`config.mk`:
```
export PLATFORM = sky130hd
export DESIGN_NAME = nvs_store_arb
export DESIGN_NICKNAME = d
export VERILOG_FILES = /design/src/rtl/nvs_arb_pkg.sv /design/src/rtl/nvs_pin_sync.sv /design/src/rtl/nvs_cycle_timer.sv /design/src/rtl/nvs_dirty_track.sv /design/src/rtl/nvs_store_arb.sv
export SDC_FILE = /design/constraint.sdc
export NUM_CORES = 1
export LEC_CHECK = 0
export ABC_AREA = 1
export BUFFER_PORTS_ARGS = -buffer_cell sky130_fd_sc_hd__buf_2
export CORE_MARGIN = 4
export CORE_UTILIZATION = 35
export CTS_CLUSTER_DIAMETER = 100
export DETAILED_ROUTE_END_ITERATION = 8
export HOLD_SLACK_MARGIN = 0.12
export PLACE_DENSITY_LB_ADDON = 0.2
export SKIP_CTS_REPAIR_TIMING = 1
export SLEW_MARGIN = 40
export SYNTH_ARGS = -nofsm -noshare
export SYNTH_HDL_FRONTEND = slang
export SYNTH_SLANG_ARGS = --single-unit
export TNS_END_PERCENT = 10
```
`constraint.sdc`:
```
create_clock -name clk -period 2 [get_ports clk]
set_clock_uncertainty 0.05 [all_clocks]
set_input_delay 0 -clock clk [delete_from_list [all_inputs] [get_ports clk]]
set_output_delay 0 -clock clk [all_outputs]
set_load 0.02 [all_outputs]
```
`src/rtl/nvs_arb_pkg.sv`:
```
package nvs_arb_pkg;
   typedef enum logic [2:0] {
      ST_IDLE   = 3'd0,
      ST_WINDOW = 3'd1,
      ST_DRAIN  = 3'd2,
      ST_START  = 3'd3,
      ST_BUSY   = 3'd4,
      ST_HOLD   = 3'd5,
      ST_SKIP   = 3'd6
   } arb_state_e;
endpackage

```
`src/rtl/nvs_pin_sync.sv`:
```
module nvs_pin_sync #(
   parameter int STAGES = 2
) (
   input  logic clk,
   input  logic rst_n,
   input  logic raw_i,
   output logic sync_o
);
   if (STAGES < 1) begin : g_bad_stages
      $error("nvs_pin_sync: STAGES must be at least 1");
   end

   if (STAGES == 1) begin : g_single
      logic q;
      always_ff @(posedge clk or negedge rst_n) begin
         if (!rst_n) q <= 1'b1;
         else        q <= raw_i;
      end
      assign sync_o = q;
   end else begin : g_chain
      logic [STAGES-1:0] q;
      always_ff @(posedge clk or negedge rst_n) begin
         if (!rst_n) q <= '1;
         else        q <= {q[STAGES-2:0], raw_i};
      end
      assign sync_o = q[STAGES-1];
   end
endmodule

```
`src/rtl/nvs_cycle_timer.sv`:
```
module nvs_cycle_timer #(
   parameter int W = 4
) (
   input  logic         clk,
   input  logic         rst_n,
   input  logic         restart_i,
   input  logic [W-1:0] limit_i,
   output logic         expired_o
);
   logic [W-1:0] cnt_q;

   assign expired_o = (cnt_q == limit_i - W'(1));

   always_ff @(posedge clk or negedge rst_n) begin
      if (!rst_n)         cnt_q <= '0;
      else if (restart_i) cnt_q <= '0;
      else if (!expired_o) cnt_q <= cnt_q + W'(1);
   end
endmodule

```
`src/rtl/nvs_dirty_track.sv`:
```
module nvs_dirty_track (
   input  logic clk,
   input  logic rst_n,
   input  logic set_i,
   input  logic clear_i,
   output logic dirty_o
);
   always_ff @(posedge clk or negedge rst_n) begin
      if (!rst_n)       dirty_o <= 1'b0;
      else if (clear_i) dirty_o <= 1'b0;
      else if (set_i)   dirty_o <= 1'b1;
   end
endmodule

```
`src/rtl/nvs_store_arb.sv`:
```
module nvs_store_arb
   import nvs_arb_pkg::*;
#(
   parameter int SYNC_STAGES  = 2,
   parameter int DELAY_CYC    = 16,
   parameter int WR_ALLOW_CYC = 8
) (
   input  logic clk,
   input  logic rst_n,
   input  logic pin_i,
   output logic pin_pull_o,
   input  logic wr_active_i,
   input  logic wr_done_i,
   input  logic recall_start_i,
   input  logic direct_store_i,
   output logic rd_en_o,
   output logic wr_en_o,
   output logic store_start_o,
   input  logic store_done_i
);
   localparam int MAX_CYC = (DELAY_CYC > WR_ALLOW_CYC) ? DELAY_CYC : WR_ALLOW_CYC;
   localparam int CNT_W   = $clog2(MAX_CYC + 1);

   if (DELAY_CYC < 1) begin : g_bad_delay
      $error("nvs_store_arb: DELAY_CYC must be at least 1");
   end
   if (WR_ALLOW_CYC < 1) begin : g_bad_allow
      $error("nvs_store_arb: WR_ALLOW_CYC must be at least 1");
   end

   arb_state_e state_q, state_n;
   logic       pin_s;
   logic       dirty;
   logic       tmr_exp;
   logic [CNT_W-1:0] tmr_limit;

   nvs_pin_sync #(.STAGES(SYNC_STAGES)) u_sync (
      .clk(clk), .rst_n(rst_n), .raw_i(pin_i), .sync_o(pin_s)
   );

   assign tmr_limit = (state_q == ST_WINDOW) ? CNT_W'(DELAY_CYC) : CNT_W'(WR_ALLOW_CYC);

   nvs_cycle_timer #(.W(CNT_W)) u_tmr (
      .clk(clk), .rst_n(rst_n),
      .restart_i(state_n != state_q),
      .limit_i(tmr_limit),
      .expired_o(tmr_exp)
   );

   nvs_dirty_track u_dirty (
      .clk(clk), .rst_n(rst_n),
      .set_i(wr_done_i),
      .clear_i((state_q == ST_START) || recall_start_i),
      .dirty_o(dirty)
   );

   always_comb begin
      state_n = state_q;
      unique case (state_q)
         ST_IDLE: begin
            if (direct_store_i) state_n = ST_START;
            else if (!pin_s)    state_n = ST_WINDOW;
         end
         ST_WINDOW: if (tmr_exp) state_n = ST_DRAIN;
         ST_DRAIN: begin
            if (!wr_active_i || tmr_exp) state_n = dirty ? ST_START : ST_SKIP;
         end
         ST_START: state_n = ST_BUSY;
         ST_BUSY:  if (store_done_i) state_n = ST_HOLD;
         ST_HOLD:  if (pin_s) state_n = ST_IDLE;
         ST_SKIP:  if (pin_s) state_n = ST_IDLE;
         default:  state_n = ST_IDLE;
      endcase
   end

   always_ff @(posedge clk or negedge rst_n) begin
      if (!rst_n) state_q <= ST_IDLE;
      else        state_q <= state_n;
   end

   always_comb begin
      rd_en_o       = 1'b0;
      wr_en_o       = 1'b0;
      pin_pull_o    = 1'b0;
      store_start_o = 1'b0;
      unique case (state_q)
         ST_IDLE: begin
            rd_en_o = 1'b1;
            wr_en_o = pin_s;
         end
         ST_WINDOW, ST_SKIP: rd_en_o = 1'b1;
         ST_START: begin
            pin_pull_o    = 1'b1;
            store_start_o = 1'b1;
         end
         ST_BUSY: pin_pull_o = 1'b1;
         default: ;
      endcase
   end
endmodule

```
Word level (Yosys, flattened, before mapping)
Index checks and enable logic that the tools add are counted.

Bits in registers: 11. Output and inout port bits: 4. Input bits: 8.

Reductions and logical operators: 8. Muxes and demuxes: 17. Add/sub/neg operators: 2. Equality and inequality tests: 9.

Operators with widths (count): 2-to-1 mux 3 bit (7); case mux 3 bit (6 select lines) (1); 2-to-1 mux 5 bit (3); equality test 3 bit (second input constant) (3); equality test 3 x 2 -> 1 bit (second input constant) (2); 2-to-1 mux 1 bit (6); adder 5 x 1 -> 5 bit (second input constant) (1); equality test 5 bit (1); subtractor 5 x 1 -> 5 bit (second input constant) (1); OR reduction 2 bit (2); equality test 3 x 1 -> 1 bit (second input constant) (1); logical NOT 3 bit (1); inequality test 3 bit (1); OR reduction 3 bit (1); logical OR 1 bit (2); inequality test 2 x 1 -> 1 bit (second input constant) (1); nonzero test 2 bit (1); logical NOT 1 bit (1).

Logic depth before layout (Yosys ltp)
Gate-level depths: netlist (run 1).

Depth after elaboration: 9. Depth in mapped cells: 10. Mapped depth without buffers: 10.

Hierarchy
From an unflattened synthesis (run 1), not the netlist that was laid out.

Cells, all modules: 149. Area total of the unflattened synthesis: 985.9 um^2.

Modules (own cells, without submodules): nvs_cycle_timer (instances 1, area an instance 540.5 um^2, cells each 82, seq. area each 125.1 um^2); nvs_store_arb (instances 1, area an instance 360.3 um^2, cells each 62, seq. area each 75.1 um^2); nvs_pin_sync (instances 1, area an instance 52.6 um^2, cells each 2, seq. area each 52.6 um^2); nvs_dirty_track (instances 1, area an instance 32.5 um^2, cells each 3, seq. area each 25.0 um^2).

Worst setup path before layout (run 1)
OpenSTA, ideal clock, no wires.

Path type: reg-to-reg. From: reg u_tmr.cnt_q[0]. To: reg u_tmr.cnt_q[0]. Library setup time: 0.070 ns. Arrival time: 1.354 ns. Setup slack: 0.526 ns. Data required time: 1.880 ns. Clock period less this slack: 1.474 ns. Stages on the path, launching flop included: 11. Path through: dfrtp_1 > ha_1 > nand3_1 > nor2_1 > nand2_2 > nand3_2 > nand2_1 > nand2_1 > nor2_2 > nand3_4 > nor2_2.

Word-level cells in the longest chain between the ends: 6. Elaborated cells between the ends (all ways): 10. Classes of those cells: add/sub: 1; eq/ne: 3; mux: 5; reduce/logical: 1.

Ends and longest elaborated chain: start: declaration (RTL line nvs_cycle_timer.sv:10) `logic [W-1:0] cnt_q;`; start signal: assignment (RTL line nvs_cycle_timer.sv:17) `else if (!expired_o) cnt_q <= cnt_q + W'(1);`; equality test 5 bit (RTL line nvs_cycle_timer.sv:12) `assign expired_o = (cnt_q == limit_i - W'(1));`; logical OR 1 bit (RTL line nvs_store_arb.sv:66) `if (!wr_active_i || tmr_exp) state_n = dirty ? ST_START : ST_SKIP;`; 2-to-1 mux 3 bit (RTL line nvs_store_arb.sv:66); case mux 3 bit (6 select lines) (RTL line nvs_store_arb.sv:59) `unique case (state_q)`; inequality test 3 bit (RTL line nvs_store_arb.sv:45) `.restart_i(state_n != state_q),`; inequality test 2 x 1 -> 1 bit (no line) or 2-to-1 mux 5 bit (tied branches).

Several ways; a longest one is shown, not always the timed one. The select of a mux whose other input is x is not followed. A chain may end at the register's enable or synchronous reset.

Worst setup path in the final report (run 1)
From: reg u_tmr.cnt_q[0]. To: reg u_tmr.cnt_q[4].

The elaborated chain is that of the path after synthesis.

==> results of run 1 <==
## layer usage
layer  vias up  track usage [%]  share of wire (%)
li1        323                -                  -
met1       278             16.3                 52
met2        14             18.4                 43
met3         4             3.44                3.7
met4         0             3.93                1.3
met5         -                0                  0
## logic make-up (layout without fill, tap and decap cells)
kind of cell | after synthesis | count (layout)
and+or+nand+nor | 53 | 53
buffers and inverters | 12 | 33
DFF | 11 | 11
AOI/OAI and AO/OA | 6 | 6
xor gates and xnor gates | 3 | 3
adders and majority gates | 1 | 1
## worst max-delay path, delay by kind of cell, from the launching register on
kind	cells	cell delay, ns
flops	1	0.41
simple gates	9	0.87
fa+ha+maj	1	0.24
## cells in the final DEF (no fill, tap or decap)
cell type      count
dfstp_2            2
nand3b_1           1
nor3_1             2
nand3_1            8
ha_1               1
nand3_4            1
nand3_2            2
xor2_1             3
dlygate4sd3_1      7
nand2_1           17
buf_2             11
nand4_1            1
a21oi_1            2
a31oi_1            1
inv_2              4
inv_1              6
dfrtp_1            9
nor2_2             6
nor2_1            12
clkinv_2           2
o21bai_1           1
nor3_2             1
o211ai_1           2
nand2_2            2
clkbuf_4           3
## worst min-delay path by stage
stage                                             end  cells past startpoint  slack (ns)
after CTS                 u_dirty.dirty_o$_DFFE_PN0P_                      1       -0.46
after global placement    u_dirty.dirty_o$_DFFE_PN0P_                      1       -0.16
after floorplan                  state_q[0]$_DFF_PN0_                      0       -0.35
after detailed placement  u_dirty.dirty_o$_DFFE_PN0P_                      1       -0.16
after global routing             state_q[0]$_DFF_PN0_                      5        0.14
final                            state_q[0]$_DFF_PN0_                      5        0.11
## power breakdown
part / leakage [nW] / switching (mW) / internal [mW]
logic: 0.274 / 0.350 / 0.206
registers: 0.140 / 0.0748 / 0.277
clock network: 0.0177 / 0.0791 / 0.0739
total: 0.432 / 0.504 / 0.557
## flip-flops by register name, summed over array words and instances (netlist names)
name,cells
u_dirty.dirty_o,1
u_sync.g_chain.q,2
state_q,3
u_tmr.cnt_q,5
## area by class of cell
class | instances | area share, %
clock inverter | 1 | 0.587
inverter | 11 | 4.99
sequential | 11 | 32.6
multi-input combinational | 63 | 40.8
tap | 25 | 3.67
timing repair buffer | 18 | 14.7
clock buffer | 3 | 2.64
==> out/metrics.yaml, run 1 <==
run_status:
  outcome: "completed"
sta:
  report.final.slew_viol_count: 0
  tightest_slew_ns: 0.434
  whs_ns: 0.106
  fin_ws_ns: 0.376
  max-slew-margin-rel_pct: 70.9
  min_period_over_period_pct: 81.2
  setup-tns-final_ns: 0
  rsz0062_at_grt: "no"
  hold_violations: 0
  fmax_mhz: 616
  finalSetupViolations: 0
  period_minus_slack_ns: 1.62
grt:
  track_usage_pct: 12.1
  grt_pass1_wl_mm: 2.39
  antenna_found_initial: 0
  grt_pass1_vias: 559
  grt_max_degree: 12
  grt_overflow_total: 0
pwr:
  power_density_mw_per_mm2: 1250
  p_total_mw: 1.06
  worst_ir_drop_vdd_mv: 0.734
  p_leak_nw: 0.432
floorplan:
  core-area_mm2: 0.00178
  pin_count: 12
  fp-row-count: 15
  dieArea_mm2: 0.00270
  die_x_um: 51.9
  initial_core_util_pct: 37.9
  die_h_um: 51.9
logic_synthesis:
  syn-cell-area_um2: 676
  synth_edf_count: 0
  synth_simple_gate_area_share_pct: 40.0
  synthAdderAreaFrac_pct: 1.85
  ys_ff_latch: 11
  synth_xor_area_share_pct: 3.89
  ys_warn_count: 0
  synth_top_area_share_pct: 33.3
  synth_commonest_cells: "nand2_1 (17), nor2_1 (12), dfrtp_1 (9)"
  ys_async_sr_fraction_pct: 100
  synth_area_leader_cell: "dfrtp_1"
  synth_cells: 86
  ys_seq_area_share_pct: 41.1
  yosysMostFrequentCell: "nand2_1"
  synth_top_family_by_area: "simple AND/OR/NAND/NOR gates"
  syn_nets: 95
  yosys.cell_types.count: 23
  synthTopCellsByArea: "dfrtp_1 (33%), nand2_1 (9.4%), dfstp_2 (7.8%), nor2_1 (6.7%), nand3_1 (5.9%)"
  synth-compound-area-share_pct: 5.74
  synth_area_per_cell_um2: 7.86
  synthMuxAreaShare_pct: 0
  synth_top_flop_cell: "dfrtp_1"
clocking:
  cts.sinks: 11
  cts_root_buf: "clkbuf_4"
  clock_path_buffers: 2
  clk_pin_slew_ns: 0.08
  cts_inserted_buffers: 3
  h-tree-depth: 1
  clk_latency_ns: 0.27
  cts_tree: "yes"
drt:
  drt_first_pass_iters: 4
  drt-initial-drc-count: 5
  vias: 619
  wl_per_cell_um: 10.2
  viasPerCell: 4.69
  drc: 0
  routed_wl_mm: 1.35
  postRouteAntennaNets: 0
worst_setup_path:
  r2r_slack_ns: 0.38
  crit_end: "u_tmr.cnt_q[4]$_DFFE_PN0P_"
  worstSetupPathType: "flop to flop"
  ff2ff_path_depth: 10
  slowest_stage: "dfrtp_1"
  arrival_ns: 1.78
  r2r-end: "u_tmr.cnt_q[4]$_DFFE_PN0P_"
  cp-start-kind: "flop"
  cp.required_ns: 2.15
  r2r-start: "u_tmr.cnt_q[0]$_DFFE_PN0P_"
  crit_path_cell_trace: "ha_1 -> nand3_1 -> nor2_1 -> nand2_2 -> nand3_2 -> nand2_1 -> nand2_1 -> nor2_2 -> nand3_4 -> nor2_2"
  crit_fanout: 5
  cp_slowest_stage_delay_ns: 0.41
  critPathLaunch: "u_tmr.cnt_q[0]$_DFFE_PN0P_"
  endpoint_kind: "flop"
place:
  detailed_place_hpwl_mm: 1.06
  place_inst: 121
  io_buffer_count: 11
  placed_cell_area_um2: 754
  place_congestion: 0.782
  dp_slack_ns: 0.372
finish:
  fillers: 183
  fin_util_pct: 47.8
  multi_input_area_um2: 348
  fin_nets: 117
  diodes: 0
  stdcell_count: 132
  regArea_um2: 278
  fin_area_um2: 852
  drive_gt1_share_pct: 31.8
  area_growth_pct: 26.1
worst_hold_path:
  hp-start: "store_done_i"
  min_path_type: "input port to flop"
run:
  maxCapViolations: 0
(Power assumes the default switching activity.)
==> inputs of run 2 (changes only) <==
==> constraint.sdc (replaced) <==
create_clock -name clk -period 1.43 [get_ports clk]
set_clock_uncertainty 0.05 [all_clocks]
set_input_delay 0 -clock clk [delete_from_list [all_inputs] [get_ports clk]]
set_output_delay 0 -clock clk [all_outputs]
set_load 0.02 [all_outputs]
==> out/metrics.yaml, run 2 (synthesis gave the netlist of run 1 again) <==
run_status:
  outcome: "complete, but fails checks"
  violations: "setup timing"
clocking:
  cts_inserted_buffers: 3
  clock_path_buffers: 2
  cts_root_buf: "clkbuf_4"
  clk_pin_slew_ns: 0.07
  cts_tree: "yes"
  h-tree-depth: 1
  clk_latency_ns: 0.27
  cts.sinks: 11
finish:
  fillers: 162
  area_growth_pct: 53.9
  fin_nets: 134
  drive_gt1_share_pct: 50.0
  diodes: 0
  largest_register_ffs: 5
  final_cell_mix: "buf_4 (19), nand2_1 (12), nor2_1 (9), buf_2 (9)"
  layout_commonest_cell: "buf_4"
  largestRegisters: "u_tmr.cnt_q: 5 flops, state_q: 3 flops, u_sync.g_chain.q: 2 flops"
  top_register: "u_tmr.cnt_q"
  fin_util_pct: 58.3
grt:
  grt_max_degree: 12
  grt_pass1_wl_mm: 2.62
  grt_pass1_vias: 660
  grt_overflow_total: 0
  antenna_found_initial: 0
  track_usage_pct: 13.0
sta:
  period_minus_slack_ns: 1.52
  hold_violations: 0
  rsz0062_at_grt: "yes"
  finalSetupViolations: 8
  fmax_mhz: 659
  max-slew-margin-rel_pct: 71.5
  min_period_over_period_pct: 106
  fin_ws_ns: -0.0883
  tightest_slew_ns: 0.426
  whs_ns: 0.104
  report.final.slew_viol_count: 0
worst_setup_path:
  cp.required_ns: 1.53
  slowest_stage: "dfrtp_1"
  ff2ff_path_depth: 10
  r2r-end: "u_tmr.cnt_q[3]$_DFFE_PN0P_"
  crit_fanout: 5
  critPathTopFamily: "simple AND/OR/NAND/NOR gates"
  critPathBufInv: 1
  r2r_slack_ns: -0.09
  cp_slowest_stage_delay_ns: 0.43
  worstSetupPathType: "flop to flop"
  arrival_ns: 1.62
  crit_path_cell_trace: "inv_2 -> nand2_1 -> nor2_1 -> nand2_4 -> nand3_2 -> nand2_1 -> nand2_2 -> nand2_2 -> nand3_4 -> nor2_2"
  endpoint_kind: "flop"
  r2r-start: "state_q[1]$_DFF_PN0_"
  critPathLaunch: "state_q[1]$_DFF_PN0_"
  cp-start-kind: "flop"
worst_hold_path:
  hold_path_end: "state_q[2]$_DFF_PN0_"
  hp-start: "wr_active_i"
  hold_depth: 5
  min_path_type: "input port to flop"
drt:
  drt-initial-drc-count: 6
  wl_per_cell_um: 11.2
  drc: 0
  postRouteAntennaNets: 0
  vias: 671
  drt_first_pass_iters: 2
  viasPerCell: 4.50
  routed_wl_mm: 1.67
pwr:
  swShare_pct: 44.6
  power_frac_clock_pct: 11.4
  power_density_mw_per_mm2: 1800
  p_leak_nw: 0.522
  internal_power_mw: 1.04
  p_total_mw: 1.87
  comb_power_share_pct: 62.2
  power_frac_seq_pct: 26.4
  p_sw_mw: 0.834
  worst_ir_drop_vdd_mv: 1.11
place:
  place_congestion: 0.772
  detailed_place_hpwl_mm: 1.22
  dp_slack_ns: -0.0913
  io_buffer_count: 11
floorplan:
  die_x_um: 51.9
  dieArea_mm2: 0.00270
  initial_core_util_pct: 37.9
  core-area_mm2: 0.00178
  pin_count: 12
  fp-row-count: 15
  die_h_um: 51.9
run:
  maxCapViolations: 0
## run 2: cell count changes in the layout (fill, tap and decap cells not counted), sizes merged
cell | previous run | this run
clkinv | 2 | 1
dlygate4sd3 | 7 | 6
buf | 11 | 29
clkbuf | 3 | 4
## run 2: stage by stage
stage,setup TNS (ns),area (um2),std cells
after floorplan,-0.0397,683,86
after global placement,-0.349,897,139
after detailed placement,-0.404,897,139
after CTS,-0.632,923,143
after global routing,-1.51,1040,149
final,-0.463,1040,149
## run 2: layer usage
metal | global-route usage, % | wire (um) | vias to the layer above
met4 | 6.55 | 29 | 0
met2 | 19.9 | 759 | 12
met5 | 0 | 0 | -
met1 | 17.9 | 829 | 302
met3 | 1.72 | 51 | 5
li1 | - | - | 352
## run 2: final cells by class
type	instances	area (um2)	share of cell area, %
Clock buffer	4	26.3	2.53
Inverter	11	42.5	4.09
Multi-Input combinational cell	63	402	38.6
Sequential cell	11	279	26.8
Tap cell	25	31.3	3.01
Timing Repair Buffer	35	259	24.9
## run 2: how the worst max path moves through the flow
stage / to / slack [ns] / cells after the start
2_1_floorplan: u_tmr.cnt_q[0]$_DFFE_PN0P_ / -0.008 / 10
3_3_place_gp: u_tmr.cnt_q[0]$_DFFE_PN0P_ / -0.07 / 10
3_5_place_dp: u_tmr.cnt_q[3]$_DFFE_PN0P_ / -0.09 / 10
4_1_cts: u_tmr.cnt_q[3]$_DFFE_PN0P_ / -0.11 / 8
5_1_grt: u_tmr.cnt_q[3]$_DFFE_PN0P_ / -0.20 / 10
6_report: u_tmr.cnt_q[3]$_DFFE_PN0P_ / -0.09 / 10
## run 2: power groups by stage
stage / sequential (mW) / combinational (mW) / clock (mW)
2_1_floorplan: 0.457 / 0.648 / 0
3_3_place_gp: 0.481 / 1.03 / 0
3_5_place_dp: 0.482 / 1.04 / 0
4_1_cts: 0.475 / 1.05 / 0.220
5_1_grt: 0.506 / 1.29 / 0.240
6_report: 0.494 / 1.16 / 0.214
## run 2: tightest hold or removal path: cells and delay by family
kind,cells,cell delay [ns]
and+or+nand+nor,3,0.20
buffers and inverters,2,0.19
